==> config.mk <==
export PLATFORM = sky130hd
export DESIGN_NAME = rtcport_top
export DESIGN_NICKNAME = d
export VERILOG_FILES = /design/src/rtl/rtcport_pkg.sv /design/src/rtl/rtcport_sync.sv /design/src/rtl/rtcport_ctrl.sv /design/src/rtl/rtcport_dp.sv /design/src/rtl/rtcport_top.sv
export SDC_FILE = /design/constraint.sdc
export NUM_CORES = 1
export LEC_CHECK = 0
export BUFFER_PORTS_ARGS = -buffer_cell sky130_fd_sc_hd__buf_4
export CORE_MARGIN = 1.5
export CORE_UTILIZATION = 46
export CTS_CLUSTER_DIAMETER = 60
export CTS_CLUSTER_SIZE = 30
export DETAILED_ROUTE_END_ITERATION = 7
export PLACE_DENSITY = 0.76
export SYNTH_ARGS = -nofsm -noshare
export SYNTH_HDL_FRONTEND = slang
export SYNTH_HIERARCHICAL = 1
export SYNTH_SLANG_ARGS = --single-unit
export TNS_END_PERCENT = 100
==> constraint.sdc <==
create_clock -name clk -period 1.88 [get_ports clk]
set_clock_uncertainty 0.05 [all_clocks]
set_input_delay 0.282 -clock clk [delete_from_list [all_inputs] [get_ports clk]]
set_output_delay 0.282 -clock clk [all_outputs]
set_load 0.02 [all_outputs]
==> src/rtl/rtcport_pkg.sv <==
package rtcport_pkg;
  localparam int FRAME_BITS = 52;
  localparam int CNT_W      = $clog2(FRAME_BITS + 1);
  localparam int FDT_POS    = 7;
  localparam int TM_POS     = 43;

  typedef struct packed {
    logic snap;
    logic shiftOut;
    logic shiftIn;
    logic bitIn;
    logic load;
    logic fdtClr;
    logic tmClr;
  } strobe_t;
endpackage

==> src/rtl/rtcport_sync.sv <==
module rtcport_sync #(
  parameter int STAGES = 2,
  parameter int WIDTH  = 1
) (
  input  logic             clk,
  input  logic             rst_n,
  input  logic [WIDTH-1:0] din,
  output logic [WIDTH-1:0] dout
);
  logic [WIDTH-1:0] chain [STAGES];

  always_ff @(posedge clk or negedge rst_n) begin
    if (!rst_n) chain[0] <= '0;
    else        chain[0] <= din;
  end

  for (genvar s = 1; s < STAGES; s++) begin : g_stage
    always_ff @(posedge clk or negedge rst_n) begin
      if (!rst_n) chain[s] <= '0;
      else        chain[s] <= chain[s-1];
    end
  end

  assign dout = chain[STAGES-1];
endmodule

==> src/rtl/rtcport_ctrl.sv <==
module rtcport_ctrl
  import rtcport_pkg::*;
#(
  parameter int SYNC_STAGES = 2
) (
  input  logic    clk,
  input  logic    rst_n,
  input  logic    ceIn,
  input  logic    wrIn,
  input  logic    sclkIn,
  input  logic    dataIn,
  output strobe_t stb,
  output logic    rdMode,
  output logic    divReset,
  output logic    carryInhibit
);
  logic [3:0] syncOut;
  logic ceS, wrS, sclkS, dataS, sclkPrev;
  logic sclkRise, sclkFall, wrMode, loadPend;
  logic [CNT_W-1:0] bitCnt;

  rtcport_sync #(.STAGES(SYNC_STAGES), .WIDTH(4)) u_sync (
    .clk (clk),
    .rst_n (rst_n),
    .din ({ceIn, wrIn, sclkIn, dataIn}),
    .dout (syncOut)
  );
  assign {ceS, wrS, sclkS, dataS} = syncOut;

  always_ff @(posedge clk or negedge rst_n) begin
    if (!rst_n) sclkPrev <= 1'b0;
    else        sclkPrev <= sclkS;
  end

  assign sclkRise = sclkS & ~sclkPrev;
  assign sclkFall = ~sclkS & sclkPrev;
  assign rdMode   = ceS & ~wrS;
  assign wrMode   = ceS & wrS;

  always_ff @(posedge clk or negedge rst_n) begin
    if (!rst_n)                                                bitCnt <= '0;
    else if (!ceS)                                             bitCnt <= '0;
    else if (sclkRise && bitCnt < CNT_W'(FRAME_BITS))          bitCnt <= bitCnt + 1'b1;
  end

  always_ff @(posedge clk or negedge rst_n) begin
    if (!rst_n) begin
      loadPend     <= 1'b0;
      divReset     <= 1'b0;
      carryInhibit <= 1'b0;
    end else begin
      loadPend <= wrMode & sclkRise & (bitCnt == CNT_W'(FRAME_BITS - 1));
      divReset <= wrMode & sclkFall & (bitCnt == CNT_W'(1)) & ~carryInhibit;
      if (!ceS)
        carryInhibit <= 1'b0;
      else if (wrMode && sclkFall && bitCnt == CNT_W'(1))
        carryInhibit <= 1'b1;
    end
  end

  always_comb begin
    stb.snap     = rdMode & sclkRise & (bitCnt == '0);
    stb.shiftOut = rdMode & sclkRise & (bitCnt != '0) & (bitCnt < CNT_W'(FRAME_BITS));
    stb.shiftIn  = wrMode & sclkRise & (bitCnt < CNT_W'(FRAME_BITS));
    stb.bitIn    = dataS;
    stb.load     = loadPend;
    stb.fdtClr   = rdMode & sclkRise & (bitCnt == CNT_W'(FRAME_BITS - 1));
    stb.tmClr    = ~ceS;
  end


  cnt_sat_chk: assert property (@(posedge clk) disable iff (!rst_n)
    bitCnt <= CNT_W'(FRAME_BITS));


  inhibit_drop_chk: assert property (@(posedge clk) disable iff (!rst_n)
    !ceS |=> !carryInhibit);


  divpulse_chk: assert property (@(posedge clk) disable iff (!rst_n)
    divReset |=> !divReset);


  load_mode_chk: assert property (@(posedge clk) disable iff (!rst_n)
    stb.load |-> $past(wrMode));
endmodule

==> src/rtl/rtcport_dp.sv <==
module rtcport_dp
  import rtcport_pkg::*;
(
  input  logic                  clk,
  input  logic                  rst_n,
  input  strobe_t               stb,
  input  logic                  rdMode,
  input  logic [FRAME_BITS-1:0] cntSnap,
  input  logic                  lowVoltSample,
  output logic                  dataOut,
  output logic                  dataOe,
  output logic [FRAME_BITS-1:0] loadWord,
  output logic                  lowVoltFlag,
  output logic                  testBit
);
  logic [FRAME_BITS-1:0] shReg, snapWord;
  logic fdtFlag, tmFlag;

  always_comb begin
    snapWord          = cntSnap;
    snapWord[FDT_POS] = fdtFlag;
    snapWord[TM_POS]  = tmFlag;
  end

  always_ff @(posedge clk or negedge rst_n) begin
    if (!rst_n)            shReg <= '0;
    else if (stb.snap)     shReg <= snapWord;
    else if (stb.shiftOut) shReg <= {1'b0, shReg[FRAME_BITS-1:1]};
    else if (stb.shiftIn)  shReg <= {stb.bitIn, shReg[FRAME_BITS-1:1]};
  end

  always_ff @(posedge clk or negedge rst_n) begin
    if (!rst_n) begin
      fdtFlag <= 1'b0;
      tmFlag  <= 1'b0;
    end else begin
      if (lowVoltSample)   fdtFlag <= 1'b1;
      else if (stb.load)   fdtFlag <= shReg[FDT_POS];
      else if (stb.fdtClr) fdtFlag <= 1'b0;

      if (stb.tmClr)       tmFlag <= 1'b0;
      else if (stb.load)   tmFlag <= shReg[TM_POS];
    end
  end

  assign dataOut     = rdMode ? shReg[0] : 1'b0;
  assign dataOe      = rdMode;
  assign loadWord    = shReg;
  assign lowVoltFlag = fdtFlag;
  assign testBit     = tmFlag;


  hold_chk: assert property (@(posedge clk) disable iff (!rst_n)
    !(stb.snap | stb.shiftOut | stb.shiftIn) |=> $stable(shReg));


  fdt_set_chk: assert property (@(posedge clk) disable iff (!rst_n)
    lowVoltSample |=> lowVoltFlag);


  tm_clr_chk: assert property (@(posedge clk) disable iff (!rst_n)
    stb.tmClr |=> !testBit);
endmodule

==> src/rtl/rtcport_top.sv <==
module rtcport_top
  import rtcport_pkg::*;
#(
  parameter int SYNC_STAGES = 2
) (
  input  logic                  clk,
  input  logic                  rst_n,
  input  logic                  ceIn,
  input  logic                  wrIn,
  input  logic                  sclkIn,
  input  logic                  dataIn,
  output logic                  dataOut,
  output logic                  dataOe,
  input  logic [FRAME_BITS-1:0] cntSnap,
  input  logic                  lowVoltSample,
  output logic                  loadStb,
  output logic [FRAME_BITS-1:0] loadWord,
  output logic                  divReset,
  output logic                  carryInhibit,
  output logic                  lowVoltFlag,
  output logic                  testBit
);
  strobe_t stb;
  logic    rdMode;

  rtcport_ctrl #(.SYNC_STAGES(SYNC_STAGES)) u_ctrl (
    .clk (clk),
    .rst_n (rst_n),
    .ceIn (ceIn),
    .wrIn (wrIn),
    .sclkIn (sclkIn),
    .dataIn (dataIn),
    .stb (stb),
    .rdMode (rdMode),
    .divReset (divReset),
    .carryInhibit (carryInhibit)
  );

  rtcport_dp u_dp (
    .clk (clk),
    .rst_n (rst_n),
    .stb (stb),
    .rdMode (rdMode),
    .cntSnap (cntSnap),
    .lowVoltSample (lowVoltSample),
    .dataOut (dataOut),
    .dataOe (dataOe),
    .loadWord (loadWord),
    .lowVoltFlag (lowVoltFlag),
    .testBit (testBit)
  );

  assign loadStb = stb.load;
endmodule

==> results of run 1 <==
[kinds of logic (layout without fill, tap and decap cells)]
logic type | count (synthesis) | in the layout | share of synthesized area
compound gates | 59 | 59 | 0.156
fa+ha+maj | 3 | 3 | 0.0102
buf+inv | 46 | 179 | 0.0687
flops | 72 | 72 | 0.488
mux | 5 | 5 | 0.0135
simple gates | 139 | 139 | 0.264
[worst max-delay path, stage by stage (launching register included)]
cell and delay [ns]:
dfrtp_2 0.44, nor4_4 0.30, nand2_2 0.11, and3_4 0.20, buf_6 0.19, nor4b_1 0.45
a221o_1 0.18
[timing repair]
item	in CTS	in global routing
buffers inserted	1	3
gates resized for setup	6	7
pin swaps	6	2
endpoints found under the hold margin	39	0
hold buffers	5	0
setup endpoints to repair	52	52
gates cloned	0	7
[layout by cell type, fill, tap and decap left out, types with 3 or more instances in the layout]
cell             n
buf_4          134
dfrtp_1         71
nor4b_1         51
a221o_1         51
nor2b_1         49
clkbuf_8        12
nand2_1         11
buf_12          10
nor2_1           6
clkbuf_16        5
dlygate4sd3_1    5
mux2i_1          5
inv_1            4
nand2b_1         4
clkinvlp_4       3
buf_6            3
ha_1             3
[sequential cells by signal (all words and copies together), names as in the netlist]
signal and cells:
u_dp/loadWord 52, u_ctrl/bitCnt 6, u_ctrl/u_sync/chain 4, u_ctrl/u_sync/dout 4, u_ctrl/carryInhibit 1, u_ctrl/divReset 1, u_ctrl/loadPend 1, u_ctrl/sclkPrev 1
u_dp/lowVoltFlag 1, u_dp/testBit 1
[through the flow]
step / util / setup TNS [ns] / area [sq um]
detailed placement: 0.617 / -9.57 / 4790
global placement: 0.617 / -7.97 / 4790
CTS: 0.652 / -7.49 / 5060
global route: 0.679 / -9.24 / 5270
floorplan: - / -6.11 / 3720
finish: 0.679 / -4.71 / 5270
[area by class of cell]
cell class                 count  area share
sequential                    72       0.342
clock inverter                 4     0.00522
timing repair buffer         159       0.274
inverter                       4     0.00285
clock buffer                  12      0.0313
tap                          102      0.0242
multi-input combinational    206       0.320
[power groups by stage]
stage	Sequential [mW]	Combinational (mW)	Clock (mW)
finish	2.16	2.07	1.19
global route	2.21	2.22	1.27
CTS	2.15	2.04	1.20
detailed placement	2.17	2.03	0
global placement	2.16	1.97	0
floorplan	2.52	0.800	0
[worst paths after layout]
path / start / end / slack [ns]
max: u_ctrl/bitCnt[3] / u_dp/loadWord[11] / -0.13
min reg2reg: u_ctrl/u_sync/chain[5] / u_ctrl/u_sync/dout[1] / 0.30
max reg2reg: u_ctrl/bitCnt[3] / u_dp/loadWord[11] / -0.13
min: lowVoltSample / u_dp/lowVoltFlag / 0.09
min in group asynchronous: rst_n / u_dp/loadWord[46] / 0.37
max in group asynchronous: rst_n / u_dp/loadWord[12] / 0.84
[layer usage]
metal	wire length [um]	vias to the layer above	global-route usage	share of wire
li1	-	1493	-	-
met3	616	7	0.0443	0.059
met4	88	0	0.0795	0.0084
met1	4530	1626	0.310	0.43
met2	5240	103	0.379	0.50
met5	0	-	0	0
==> metrics, run 1 <==
status finished, violations left; failing checks setup timing; EDFF count, synth 0; peak supply drop 0.687 mV; most common cell in the netlist dfrtp_1; Max Slew Vio Count 0; clock buffer depth 2; Buffers on Ports 115; initial antenna violation count 0; period utilization 1.07; post-route setup slack -0.130 ns; Post-Syn Nets 386; # DRC 0; crit path max fanout 35; Cells after DPL 527; Hold Path Stages 3; Setup Crit Path Kind reg2reg; chip width 92.6 um; CTS Buf Count 9; Top FF cell, synth dfrtp_1; Startpoint Class register; syn avg cell area 11.4 sq um; RSZ-0062 raised after global routing yes; GRT overflow 0; dpl hpwl 6.48 mm; Post-Place Setup Slack -0.237 ns; switching power total 1.84 mW; flops & latches, synth 72; post-synthesis instance area 3690 sq um; IO Pins 118; crit end category register; combinational share of power 0.382; row cnt 32; top cell type's share of synthesized area 0.488; P&R area growth vs syn 42.7%; All-Layer GR Usage 0.232; PwrDens 1030 nW/um^2; First-pass DRT Iterations 5; Hold Slack 0.0924 ns; P_leak 2.50 nW; clk slew on worst S/H paths 0.07 ns; register area share after synthesis 0.488; Crit path required time 2.11 ns; root buffer cell clkbuf_8; die area approximately 8600 sq um; Worst EP arrival 2.24 ns; Reg2Reg Depth 6; layout cells sized above 1 0.400; Fmax 497 MHz; Final Hold Vio Count 0; cell-internal power ~3.6 mW; DRT iter0 DRCs 141; Hold Crit Class in2reg; post-layout minimum cycle time 2.01 ns; Sw Ratio 0.339; Reg area 1800 sq um; largest cells by area after synthesis dfrtp_1, a221o_1, nor4b_1; worst-skew pair later-pin latency 0.35 ns; die span in y 92.6 um; total power draw 5.42 mW; worst slew pin tran 0.469 ns; clock share of power 0.220; Async SR Flop Fraction 1.00; Post-DRT Antenna Nets 0; part of the power in registers 0.398; Slew HR 0.687; Avg WL per Cell 18.7 um; Routed WL about 10 mm; CTS tree yes; library cells used by synthesis 33; core area 7770 sq um; Yosys warnings 6; Cells after Synth ~320; Initial Utilization 0.476; vias in the first global route 3,087; antenna fix cells 0; H-Tree Depth 3; routed via count 3,229; clk sinks 72; # Max-Cap Violations 0; Setup Viol. Count Final just over 50; Finished Layout Cells approximately 560; Placer Congestion 0.822; multi-input combinational cell area roughly 1700 sq um; leading area contributor after synthesis dfrtp_1; first-pass GRT wire length 15.6 mm; FILL cells 621; detail-routed via count per cell 5.78; Nets 514; Post-synth top cells dfrtp_1, nor2b_1, a221o_1, nor4b_1, clkbuf_1; pin count of the biggest net entering global routing 42
(Power assumes the default switching activity.)
==> run 2: changes to the inputs <==
- CORE_UTILIZATION: 46 -> 55
- PLACE_DENSITY: 0.76 -> 0.85
- clock period: 1.88 -> 2.34 ns (I/O delays scaled with it)
==> run 2 against run 1 <==
Critical path type unchanged. Largest cell class unchanged. Die area down 16%. The run ends with DRC left. Combinational power is 23% lower. Non-clock buffer count shrank 23.
==> metrics, run 2 (same netlist as run 1, synthesis figures left out) <==
first-pass GRT wire length 14.2 mm (-8.7%); CTS resizes 0 (-6); Placer Congestion 0.811 (-1.3%); clk sinks 72 (unchanged); CTS tree yes; First-pass DRT Iterations 7 (+2); switching power total 1.39 mW (-24%); initial antenna violation count 0 (unchanged); most frequent cells in the layout buf_4, dfrtp_1, nor2b_1, nor4b_1, a221o_1; Nets 491 (-4.5%); commonest non-fill, non-tap cell in the layout buf_4; post-layout minimum cycle time 2.21 ns (+0.196 ns); clk slew on worst S/H paths 0.08 ns (about the same); Max Slew Vio Count 0 (unchanged); Hold Crit Class in2reg; clock buffer depth 2 (unchanged); Cells after DPL 495 (-6.1%); H-Tree Depth 3 (unchanged); DR top layer met4; post-route setup slack 0.133 ns (+0.264 ns); Slew HR 0.416 (-0.272); Startpoint Class register; Sw Ratio 0.326 (-0.0125); crit path max fanout 43 (+23%); Setup Crit Path Kind reg2reg; hold_buf cts 0 (-5); Hold Path Stages 1 (-2); clock share of power 0.218 (-0.002); Hold Crit Start wrIn; Routed WL 8.63 mm (-18%); Reg-to-Reg End u_dp/loadWord[27]; Post-DRT Antenna Nets 0 (unchanged); P&R area growth vs syn 31.5%; worst reg-to-reg setup slack 0.13 ns (+0.26 ns); Post-Place Setup Slack 0.0644 ns (+0.302 ns); WL met2 4.23 mm (-19%); combinational share of power 0.375 (-0.007); hold endpoint u_ctrl/u_sync/chain[6]; status finished, violations left; Finished Layout Cells 510 (-8.8%); Worst EP arrival 2.37 ns (+0.13 ns); part of the power in registers 0.407 (+0.009); worst slew pin tran 0.877 ns (+0.408 ns); root buffer cell clkbuf_8; M1 WL 3.78 mm (-17%); PwrDens 875 nW/um^2 (-15%); DRT iter0 DRCs 154 (+9.2%); Crit path required time 2.51 ns (+0.40 ns); die span in y 85.0 um (-8.3%); crit end category register; Buffers on Ports 115 (unchanged); core area 6420 sq um (-17%); IO Pins 118 (unchanged); Post-CTS Setup Bufs 0 (-1); pin count of the biggest net entering global routing 73 (+74%); RSZ-0062 raised after global routing no; max incr delay on CP 0.44 ns (about the same); row cnt 29 (-9.4%); cell-internal power 2.86 mW (-20%); failing checks DRC; Fmax 453 MHz (-8.9%); # Max-Cap Violations 0 (unchanged); period utilization 0.943 (-0.126); Final Hold Vio Count 0 (unchanged); routed via count 3,048 (-5.6%); GRT overflow 0 (unchanged); antenna fix cells 0 (unchanged); routed wl met3 545 um (-12%); Initial Utilization 0.575 (+0.0996); layout cells sized above 1 0.370 (-0.0309); detail-routed via count per cell 5.98 (+3.5%); Setup TNS 0 ns (+4.71 ns); dpl hpwl 5.87 mm (-9.5%); P_leak 2.34 nW (-6.3%); worst-skew pair later-pin latency 0.33 ns (-0.02 ns); Setup Viol. Count Final 0 (-100%); # DRC 8 (+8); CTS Buf Count 9 (unchanged); Reg2Reg Depth 6 (unchanged); die area 7220 sq um (-16%); slowest CP cell dfrtp_1; reg2reg start u_ctrl/bitCnt[2]; peak supply drop 0.546 mV (-21%); All-Layer GR Usage 0.244 (+0.0122); crit path cell chain nor4_2, nand2_1, and3_2, or2_2, buf_12, a221o_1; chip width 85.0 um (-8.3%); Largest register FFs 52 (unchanged); FILL cells 456 (-27%); vias in the first global route 2,947 (-4.5%); Avg WL per Cell 16.9 um (-9.7%)
==> run 2: changes by cell type in the layout (fill, tap and decap cells not counted), sizes merged <==
| cell | change |
|---|---|
| dlygate4sd3 | -5 |
| clkbuf | -4 |
| buf | -13 |
| clkinvlp | -2 |
==> run 2: power by group through the flow <==
stage	clock (mW)	sequential, mW	combinational [mW]
2_1_floorplan	0	2.03	0.640
3_3_place_gp	0	1.74	1.56
3_5_place_dp	0	1.75	1.60
4_1_cts	0.947	1.73	1.61
5_1_grt	1.00	1.77	1.71
6_report	0.927	1.73	1.59
==> run 2: final cells by class <==
| cell class | count | area, sq um | share of cell area |
|---|---|---|---|
| repair buffers | 136 | 1100 | 0.226 |
| clock buffers | 13 | 179 | 0.0368 |
| clock inverters | 2 | 12.5 | 0.00257 |
| inverters | 4 | 15.0 | 0.00309 |
| multi-input cells | 206 | 1660 | 0.341 |
| well taps | 77 | 96.3 | 0.0198 |
| flip-flops and latches | 72 | 1800 | 0.371 |
==> run 2: metal layers <==
metal  GRT usage  vias to the layer above
met5           0                        -
met4      0.0849                        0
met3      0.0632                        8
met2       0.376                      101
met1       0.338                     1499
li1            -                     1440
==> run 2: worst max-delay path by stage <==
stage / from / to / slack [ns] / cells past startpoint
after floorplan: u_ctrl/bitCnt[2] / u_dp/loadWord[0] / 0.26 / 8
after global placement: u_ctrl/bitCnt[2] / u_dp/loadWord[26] / 0.12 / 6
after detailed placement: u_ctrl/bitCnt[2] / u_dp/loadWord[36] / 0.06 / 6
after CTS: u_ctrl/bitCnt[2] / u_dp/loadWord[11] / 0.04 / 6
after global routing: u_ctrl/bitCnt[2] / u_dp/loadWord[20] / 0.02 / 6
final: u_ctrl/bitCnt[2] / u_dp/loadWord[27] / 0.13 / 6
==> run 2: metrics by stage <==
step	hold slack, ns	utilization	power, mW	area, sq um
floorplan	0.00541	-	2.67	3690
global placement	0.283	0.726	3.29	4660
detailed placement	0.287	0.726	3.35	4660
CTS	0.0539	0.756	4.28	4850
global route	0.0479	0.757	4.48	4860
finish	0.0739	0.757	4.25	4860
==> run 2: worst max-delay path, delay by kind of cell, from the launching register on <==
family	cells	cell delay, ns
compound gates	1	0.32
buf+inv	1	0.19
flops	1	0.44
simple gates	4	1.08
